==> src/rtl/fbc_pkg.sv <==
package fbc_pkg;
  localparam int ADDR_W = 14;
  localparam int DATA_W = 32;
  localparam int IDX_W  = ADDR_W - 4;

  localparam logic [IDX_W-1:0] IDX_CTRL  = IDX_W'(0);
  localparam logic [IDX_W-1:0] IDX_CTRL1 = IDX_W'(1);
  localparam logic [IDX_W-1:0] IDX_GEOM  = IDX_W'(3);
  localparam logic [IDX_W-1:0] IDX_CUR   = IDX_W'(4);
  localparam logic [IDX_W-1:0] IDX_NEXT  = IDX_W'(5);
  localparam logic [IDX_W-1:0] IDX_ALT   = IDX_W'(35);

  localparam int RUN_BIT  = 0;
  localparam int DONE_BIT = 9;
  localparam int IEN_BIT  = 13;
  localparam logic [DATA_W-1:0] CTRL1_RST = 32'h000F_0000;

  typedef enum logic [1:0] {
    OP_WRITE = 2'd0,
    OP_SET   = 2'd1,
    OP_CLR   = 2'd2,
    OP_TOG   = 2'd3
  } wrOp_e;

  typedef enum logic [2:0] {
    RD_CTRL, RD_CTRL1, RD_GEOM, RD_CUR, RD_NEXT, RD_ALT, RD_ZERO
  } rdSel_e;

  typedef struct packed {
    logic              wrCtrl;
    logic              wrCtrl1;
    logic              wrGeom;
    logic              wrCur;
    logic              wrNext;
    logic              wrAlt;
    wrOp_e             op;
    logic [DATA_W-1:0] data;
    logic              frameTick;
    logic              rdEn;
    rdSel_e            rdSel;
  } regStrobe_t;
endpackage

==> src/rtl/fbc_ctl.sv <==
module fbc_ctl
  import fbc_pkg::*;
#(
  parameter int FRAME_CYCLES = 1600000
) (
  input  logic              clk,
  input  logic              rstN,
  input  logic [ADDR_W-1:0] busAddr,
  input  logic [DATA_W-1:0] busWdata,
  input  logic              busWe,
  input  logic              busRe,
  input  logic              run,
  input  logic              done,
  output regStrobe_t        st
);
  localparam int CNT_W = (FRAME_CYCLES > 1) ? $clog2(FRAME_CYCLES) : 1;
  localparam logic [CNT_W-1:0] CNT_LAST = CNT_W'(FRAME_CYCLES - 1);

  logic [IDX_W-1:0] idx;
  wrOp_e            op;
  logic             plainOp;
  logic             runPrev, donePrev;
  logic             timerActive;
  logic [CNT_W-1:0] timerCnt;
  logic             runRise, runFall, doneFall, restart;

  assign idx     = busAddr[ADDR_W-1:4];
  assign op      = wrOp_e'(busAddr[3:2]);
  assign plainOp = (op == OP_WRITE);

  assign runRise  = run && !runPrev;
  assign runFall  = !run && runPrev;
  assign doneFall = !done && donePrev;
  assign restart  = (runRise || doneFall) && run && !done;

  always_comb begin
    st         = '0;
    st.op      = op;
    st.data    = busWdata;
    st.wrCtrl  = busWe && (idx == IDX_CTRL);
    st.wrCtrl1 = busWe && (idx == IDX_CTRL1);
    st.wrGeom  = busWe && plainOp && (idx == IDX_GEOM);
    st.wrCur   = busWe && plainOp && (idx == IDX_CUR);
    st.wrNext  = busWe && plainOp && (idx == IDX_NEXT);
    st.wrAlt   = busWe && plainOp && (idx == IDX_ALT);
    st.frameTick = timerActive && (timerCnt == CNT_LAST) && run && !done && !restart;
    st.rdEn    = busRe;
    case (idx)
      IDX_CTRL:  st.rdSel = RD_CTRL;
      IDX_CTRL1: st.rdSel = RD_CTRL1;
      IDX_GEOM:  st.rdSel = RD_GEOM;
      IDX_CUR:   st.rdSel = RD_CUR;
      IDX_NEXT:  st.rdSel = RD_NEXT;
      IDX_ALT:   st.rdSel = RD_ALT;
      default:   st.rdSel = RD_ZERO;
    endcase
  end

  always_ff @(posedge clk) begin
    if (!rstN) begin
      runPrev     <= 1'b0;
      donePrev    <= 1'b0;
      timerActive <= 1'b0;
      timerCnt    <= '0;
    end else begin
      runPrev  <= run;
      donePrev <= done;
      if (runFall) begin
        timerActive <= 1'b0;
      end else if (restart) begin
        timerActive <= 1'b1;
        timerCnt    <= '0;
      end else if (timerActive) begin
        if (timerCnt == CNT_LAST) timerActive <= 1'b0;
        else                      timerCnt    <= timerCnt + 1'b1;
      end
    end
  end

  // a stopped controller leaves no frame period running
  a_r10_stop_cancels: assert property (@(posedge clk) disable iff (!rstN)
    $fell(run) |=> !timerActive);
endmodule

==> src/rtl/fbc_dp.sv <==
module fbc_dp
  import fbc_pkg::*;
(
  input  logic              clk,
  input  logic              rstN,
  input  regStrobe_t        st,
  output logic [DATA_W-1:0] busRdata,
  output logic              run,
  output logic              done,
  output logic              irqOut
);
  logic [DATA_W-1:0] ctrlReg, ctrl1Reg, geomReg, curReg, nextReg, altReg;
  logic [DATA_W-1:0] ctrlNew, ctrl1New, rdMux;

  function automatic logic [DATA_W-1:0] applyOp(
    input logic [DATA_W-1:0] old, input logic [DATA_W-1:0] d, input wrOp_e o);
    case (o)
      OP_SET:  return old | d;
      OP_CLR:  return old & ~d;
      OP_TOG:  return old ^ d;
      default: return d;
    endcase
  endfunction

  always_comb begin
    ctrlNew  = st.wrCtrl  ? applyOp(ctrlReg,  st.data, st.op) : ctrlReg;
    ctrl1New = st.wrCtrl1 ? applyOp(ctrl1Reg, st.data, st.op) : ctrl1Reg;
    if (st.wrNext || st.wrAlt || st.frameTick) ctrl1New[DONE_BIT] = 1'b1;
    case (st.rdSel)
      RD_CTRL:  rdMux = ctrlReg;
      RD_CTRL1: rdMux = ctrl1Reg;
      RD_GEOM:  rdMux = geomReg;
      RD_CUR:   rdMux = curReg;
      RD_NEXT:  rdMux = nextReg;
      RD_ALT:   rdMux = altReg;
      default:  rdMux = '0;
    endcase
  end

  always_ff @(posedge clk) begin
    if (!rstN) begin
      ctrlReg  <= '0;
      ctrl1Reg <= CTRL1_RST;
      geomReg  <= '0;
      curReg   <= '0;
      nextReg  <= '0;
      altReg   <= '0;
      busRdata <= '0;
    end else begin
      ctrlReg  <= ctrlNew;
      ctrl1Reg <= ctrl1New;
      if (st.wrGeom) geomReg <= st.data;
      if (st.wrCur)  curReg  <= st.data;
      if (st.wrNext) begin
        nextReg <= st.data;
        curReg  <= st.data;
      end
      if (st.wrAlt) altReg <= st.data;
      if (st.rdEn)  busRdata <= rdMux;
    end
  end

  assign run    = ctrlReg[RUN_BIT];
  assign done   = ctrl1Reg[DONE_BIT];
  assign irqOut = ctrl1Reg[DONE_BIT] & ctrl1Reg[IEN_BIT];

  // queued buffer becomes current and frame-done is raised
  a_r6_next_copies: assert property (@(posedge clk) disable iff (!rstN)
    st.wrNext |=> (curReg == $past(st.data)) && done);
  // alternate queue write leaves the current buffer alone
  a_r7_alt_keeps_cur: assert property (@(posedge clk) disable iff (!rstN)
    st.wrAlt |=> $stable(curReg) && done);
  // interrupt rises only after an update of the flag register or a tick
  a_r5_irq_cause: assert property (@(posedge clk) disable iff (!rstN)
    $rose(irqOut) |-> $past(st.wrCtrl1 || st.wrNext || st.wrAlt || st.frameTick));
endmodule

==> src/rtl/fbc_regs_top.sv <==
module fbc_regs_top
  import fbc_pkg::*;
#(
  parameter int FRAME_CYCLES = 1600000
) (
  input  logic              clk,
  input  logic              rstN,
  input  logic [ADDR_W-1:0] busAddr,
  input  logic [DATA_W-1:0] busWdata,
  input  logic              busWe,
  input  logic              busRe,
  output logic [DATA_W-1:0] busRdata,
  output logic              irqOut
);
  regStrobe_t strobes;
  logic       runW, doneW;

  fbc_ctl #(.FRAME_CYCLES(FRAME_CYCLES)) u_ctl (
    .clk(clk), .rstN(rstN), .busAddr(busAddr), .busWdata(busWdata),
    .busWe(busWe), .busRe(busRe), .run(runW), .done(doneW), .st(strobes));

  fbc_dp u_dp (
    .clk(clk), .rstN(rstN), .st(strobes), .busRdata(busRdata),
    .run(runW), .done(doneW), .irqOut(irqOut));

  // writes beyond the last register touch neither run nor frame-done
  a_r4_far_write_ignored: assert property (@(posedge clk) disable iff (!rstN)
    (busWe && (busAddr[ADDR_W-1:4] > IDX_ALT) && !strobes.frameTick)
      |=> $stable(runW) && $stable(doneW));
endmodule

==> config.mk <==
export PLATFORM = sky130hd
export DESIGN_NAME = fbc_regs_top
export DESIGN_NICKNAME = d
export VERILOG_FILES = /design/src/rtl/fbc_pkg.sv /design/src/rtl/fbc_ctl.sv /design/src/rtl/fbc_dp.sv /design/src/rtl/fbc_regs_top.sv
export SDC_FILE = /design/constraint.sdc
export NUM_CORES = 1
export LEC_CHECK = 0
export ABC_AREA = 1
export BUFFER_PORTS_ARGS = -buffer_cell sky130_fd_sc_hd__buf_2
export CORE_MARGIN = 10
export CORE_UTILIZATION = 40
export DETAILED_ROUTE_END_ITERATION = 12
export PLACE_DENSITY = 0.64
export REMOVE_ABC_BUFFERS = 1
export SLEW_MARGIN = 40
export SYNTH_ARGS = -nofsm -noshare
export SYNTH_HDL_FRONTEND = slang
export SYNTH_SLANG_ARGS = --single-unit
==> constraint.sdc <==
create_clock -name clk -period 3.5 [get_ports clk]
set_input_delay 0.7 -clock clk [delete_from_list [all_inputs] [get_ports clk]]
set_output_delay 0.7 -clock clk [all_outputs]
set_load 0.01 [all_outputs]
; Word level (Yosys, flattened, before mapping)
; Index checks and enable logic that the tools add are counted.
[word_totals]
reg_bits = 248
out_inout_bits = 33
wordCells = 83
[op_classes]
addsub = 1
n_eq_ne = 15
n_mux = 14
bitwise_logic = 10
n_reduce_logical = 31
[ops]
columns = cell, n
row1 = $pmux 32 s3, 2
row2 = $pmux 32 s6, 1
row3 = $and 32x32->32, 2
row4 = $mux 32, 2
row5 = $or 32x32->32, 2
row6 = $xor 32x32->32, 2
row7 = $mux 21, 3
row8 = $not 32->32, 1
row9 = $add 21x1->21 const B, 1
row10 = $eq 21x21->1 const B, 1
row11 = $eq 10x3->1 const B, 2
row12 = $pmux 3 s6, 1
row13 = $logic_and 1x1->1, 16
row14 = $eq 10x1->1 const B, 1
row15 = $eq 10x2->1 const B, 1
row16 = $eq 10x6->1 const B, 1
row17 = $logic_not 10->1, 1
row18 = $mux 10, 1
row19 = $eq 3x2->1 const B, 2
row20 = $eq 3x3->1 const B, 2
row21 = $reduce_bool 2->1, 3
row22 = $eq 2x2->1 const B, 2
row23 = $logic_not 1->1, 4
row24 = $mux 1, 4
row25 = 10 further kinds, 13

; Depth between registers and ports, before layout
[depth]
ltp_word = 9
ltp_mapped = 17

; Modules after synthesis
; A second synthesis with hierarchy kept.
[hier_totals]
hier_cells = 2154
area_unflattened_um2 = 14740.4
[by_module_without_submodules]
columns = module, n_inst, cells_each, area_per_inst_um2, seq_area_each_um2
row1 = fbc_dp, 1, 1794, 12623.4, 4484.3
row2 = fbc_ctl, 1, 360, 2117.0, 480.5

; Worst setup path before layout
; No wires, ideal clock.
[synth_timing]
path_type = input -> register
start = input busAddr[8]
end = register u_dp.busRdata[19]
setup_time_ns = 0.070
arrival_ns = 2.583
required_time_ns = 3.430
path_slack_ns = 0.846
cell_stages = 17
path_buffers = 3
path_cell_list = nor2_2 > nand2_2 > nor2_2 > nand2_1 > nand2_2 > buf_1 > inv_1 > ha_1 > nand3_4 > buf_4 > buf_2 > nand4_1 > nand2_1 > nor2_1 > nand2_1 > nand2_1 > a21oi_1
[synth_via]
elab_chain_len = 4
word_cells_on_any_way = 14
cone_classes = 10 x eq/ne / 2 x mux / 2 x reduce/logical
[synth_lines]
columns = item, line
row1 = start: declaration, fbc_regs_top.sv:8  ; input logic [ADDR_W-1:0] busAddr,
row2 = "$eq 10x6->1, or another cell as far along", fbc_ctl.sv:48  ; case (idx)
row3 = $pmux 3 s6 *, fbc_ctl.sv:48
row4 = "$eq 3x3->1, or another cell as far along", fbc_dp.sv:29  ; case (st.rdSel)
row5 = $pmux 32 s6 *, fbc_dp.sv:29
row6 = end signal: assignment, fbc_dp.sv:59  ; if (st.rdEn) busRdata <= rdMux;
row7 = end: declaration, fbc_dp.sv:7  ; output logic [DATA_W-1:0] busRdata,
; Every way passes the cells marked *; elsewhere a longest branch is shown, timed or not.
; A chain may end at the register's enable or synchronous reset.

; Worst setup path after layout
[layout_timing]
start = register u_ctl.timerCnt[7]
end = register u_ctl.timerCnt[6]
[layout_via]
elab_chain_len = 3
[layout_lines]
columns = item, line
row1 = start: declaration, fbc_ctl.sv:24  ; logic [CNT_W-1:0] timerCnt;
row2 = start signal: assignment, fbc_ctl.sv:75  ; else timerCnt <= timerCnt + 1'b1;
row3 = $eq 21x21->1, fbc_ctl.sv:74  ; if (timerCnt == CNT_LAST) timerActive <= 1'b0;
row4 = $ne 2x1->1 (no source line), n/a
row5 = $reduce_and 3->1 (no source line), n/a
; Every way passes these cells.

==> results.toml <==
[status]
run_status = "complete, no violations"

[timing]
layout_min_cycle_time_ps = 2460
max_slew_margin = 0.487
worstMarginPinSlew_ps = 769
maxSlewViolCount = 0
layout_worst_path_cycle_share = 0.703
setup_violations = 0
hold_violations = 0
clock_skew_ps = 28.3
rsz0062_at_grt = "no"
clock.fmax_mhz = 406

[power_and_ir_drop]
combinationalPowerShare = 0.061
power_switching_share = 0.241
irDropWorstVdd_mv = 0.409
switchingPower_mw = 1.49
power.static_leakage_nw = 6.59
power_per_cell_area_mw_per_mm2 = 388
power.share.sequential = 0.459
power.clock.fraction = 0.480
report.power.total_mw = 6.16
intPower_mw = 4.67

[cells_and_area]
layout-area-overhead-vs-synth_pct = 11.6
final_core_util = 0.456
final-instance-count-excl-fill = 2484
insertedDiodeCount = 0
num-nets-final = 2189
drive_gt1_frac = 0.0966

[grt]
grt.total_usage = 0.185
grt_first_pass_wirelength_microns = 68400
antenna_found_initial = 2
largest_net_degree_at_the_start_of_global_routing = 94
grt.overflow.total = 0
grt_pass1_vias = 13100

[floorplan]
dieHeight_microns = 209
floorplan.die_area_sq_mm = 0.0435
core_area_sq_mm = 0.0348
io-pin-count = 83
placementRows = 68
dieWidth_microns = 209
floorplan.initialDensity = 0.409

[routing]
detail_route.wl_per_cell_microns = 17.2
via_per_inst = 5.54
vias = 13800
drc_viols = 0
first_pass_iters = 5
antenna_left = 0
wl_microns = 42700
drt_iter0_markers = 1098

[cts]
cts_repair_resize_count = 0
cts-root-to-sink-buffers = 3
hold_buffers = 0
cts.clk_slew.worst_paths_ps = 60
clk-insertion-delay-late_ps = 570
tritoncts = "done"
htreeDepth = 1
post_cts.repair.setup_buffers = 0
clkSinkCount = 248
cts-buffers-inserted = 29
cts_root_buf = "clkbuf_16"

[worst_setup_path]
cp_launch_type = "flop"
required_time_at_the_endpoint_of_the_critical_path_ps = 3960
setup.worst_path.end_class = "flop"
path_max_fanout = 27
worst-setup-path-type = "flop to flop"
worst_endpoint_data_arrival_time_ps = 2930

[yosys]
yosysUniqueCellTypes = 37
ys_ff_latch = 248
synth_sequential_area_ratio = 0.349
synth.yosys.warnings = 0
post_synth_instance_area_sq_mm = 0.0142
post_synth_inst_count = 2006
avgSynthCellArea_sq_um = 7.09

[flow_run]
maxCapViolations = 0

[placement]
place.detailed.instances = 2433
gp_congestion = 0.871
place_hpwl_microns = 25700
number_of_buffer_cells_added_on_primary_ports = 80

[min_path]
hold_class = "input port to flop"
## sequential cells by signal (all words and copies together), names as in the netlist
register / count
u_dp.geomReg: 32
u_dp.busRdata: 32
u_ctl.donePrev: 1
u_dp.ctrlReg: 32
u_dp.ctrl1Reg: 32
u_dp.altReg: 32
u_dp.nextReg: 32
u_ctl.runPrev: 1
u_ctl.timerCnt: 21
u_dp.curReg: 32
u_ctl.timerActive: 1
## layout make-up
cell class | count | area, sq um
clock buffer | 45 | 816
clock inverter | 6 | 86.3
fill | 3531 | 18900
inverter | 207 | 779
multi-input combinational | 1408 | 7900
sequential | 248 | 4960
tap | 455 | 569
timing repair buffer | 115 | 757
## worst max-delay path, stage by stage (launching register included)
cell     delay [ps]
dfxtp_1         390
nand2_1         120
nor3_1          400
nand2_1         230
nor2_1          170
nand3_1         100
nand2_2         400
inv_2           220
nand2_1         140
or2_1           110
a21oi_1          50
## worst paths after layout
path | endpoint | cells past startpoint | slack [ps] | from
setup reg to reg | u_ctl.timerCnt[6] | 10 | 1040 | u_ctl.timerCnt[7]
hold reg to reg | u_dp.geomReg[21] | 2 | 450 | u_dp.geomReg[21]
setup / recovery | u_ctl.timerCnt[6] | 10 | 1040 | u_ctl.timerCnt[7]
hold / removal | u_dp.altReg[11] | 3 | 420 | busWdata[11]
## per-stage QoR
step                      hold WS [ps]  area [sq um]  TNS [ps]  setup slack (ps)
after floorplan                    423         13600    -43190             -1010
after global placement             433         15000         0               584
after detailed placement           439         15000         0               508
after CTS                          406         15900         0              1090
after global routing               448         15900         0               776
final                              423         15900         0              1040
## routing by layer
layer	wire [microns]	track usage	share of wire
met5	7	0	0.00016
met4	852	0.0485	0.020
met3	2580	0.0301	0.060
met2	19600	0.307	0.46
met1	19600	0.243	0.46
## cells by family after synthesis
family,Yosys count,share of synthesized area
flops,248,0.349
xor+xnor,8,0.00493
buf+inv,350,0.0978
compound gates,523,0.198
simple gates,747,0.235
fa+ha+maj,130,0.114
## power groups by stage
stage / Combinational (mW) / Sequential, mW / Clock [mW]
4_1_cts: 0.372 / 2.82 / 3.01
3_5_place_dp: 0.370 / 2.89 / 0
3_3_place_gp: 0.355 / 2.89 / 0
6_report: 0.375 / 2.82 / 2.96
2_1_floorplan: 0.202 / 2.89 / 0
5_1_grt: 0.419 / 2.82 / 3.12
## cells in the mapped netlist
library cell	n	area share
nand2_1	300	0.079
dfxtp_1	248	0.35
nor2_1	233	0.062
a21oi_1	230	0.081
inv_1	194	0.051
o21ai_0	158	0.056
nand4_1	142	0.062
ha_1	130	0.11
clkbuf_1	87	0.023
o21ai_1	63	0.022
buf_2	49	0.017
a211oi_1	34	0.018
nand3_1	19	0.0067
nor3_1	17	0.0060
o211ai_1	17	0.0090
a221oi_1	15	0.0092
inv_2	12	0.0032
nand2_2	9	0.0040
nor4_1	8	0.0035
nor2_2	6	0.0026
xor2_1	6	0.0037
buf_4	4	0.0021
a22o_1	3	0.0018
buf_1	3	0.00079
nor2_4	3	0.0024
or2_1	3	0.0013
o31ai_1	2	0.0011
xnor2_1	2	0.0012
a31oi_1	1	0.00044
clkinv_1	1	0.00026
nand2_4	1	0.00079
nand3_2	1	0.00070
nand3_4	1	0.0012
nand3b_1	1	0.00053
nand4_2	1	0.00088
nor3_4	1	0.0011
nor3b_1	1	0.00053
## layout by cell type, fill, tap and decap left out, types with 11 or more instances in the layout
cell type  count
inv_1        194
nand2_1      298
a21oi_1      230
inv_2         12
o21ai_0      158
a221oi_1      15
ha_1         130
clkbuf_16     29
nor2_1       228
clkbuf_1      13
nor3_1        17
nand2_2       11
buf_2         79
o21ai_1       63
dfxtp_1      248
o211ai_1      17
buf_4         28
nand4_1      142
nand3_1       19
a211oi_1      34
Note: power is estimated with default switching activity, not from simulation.
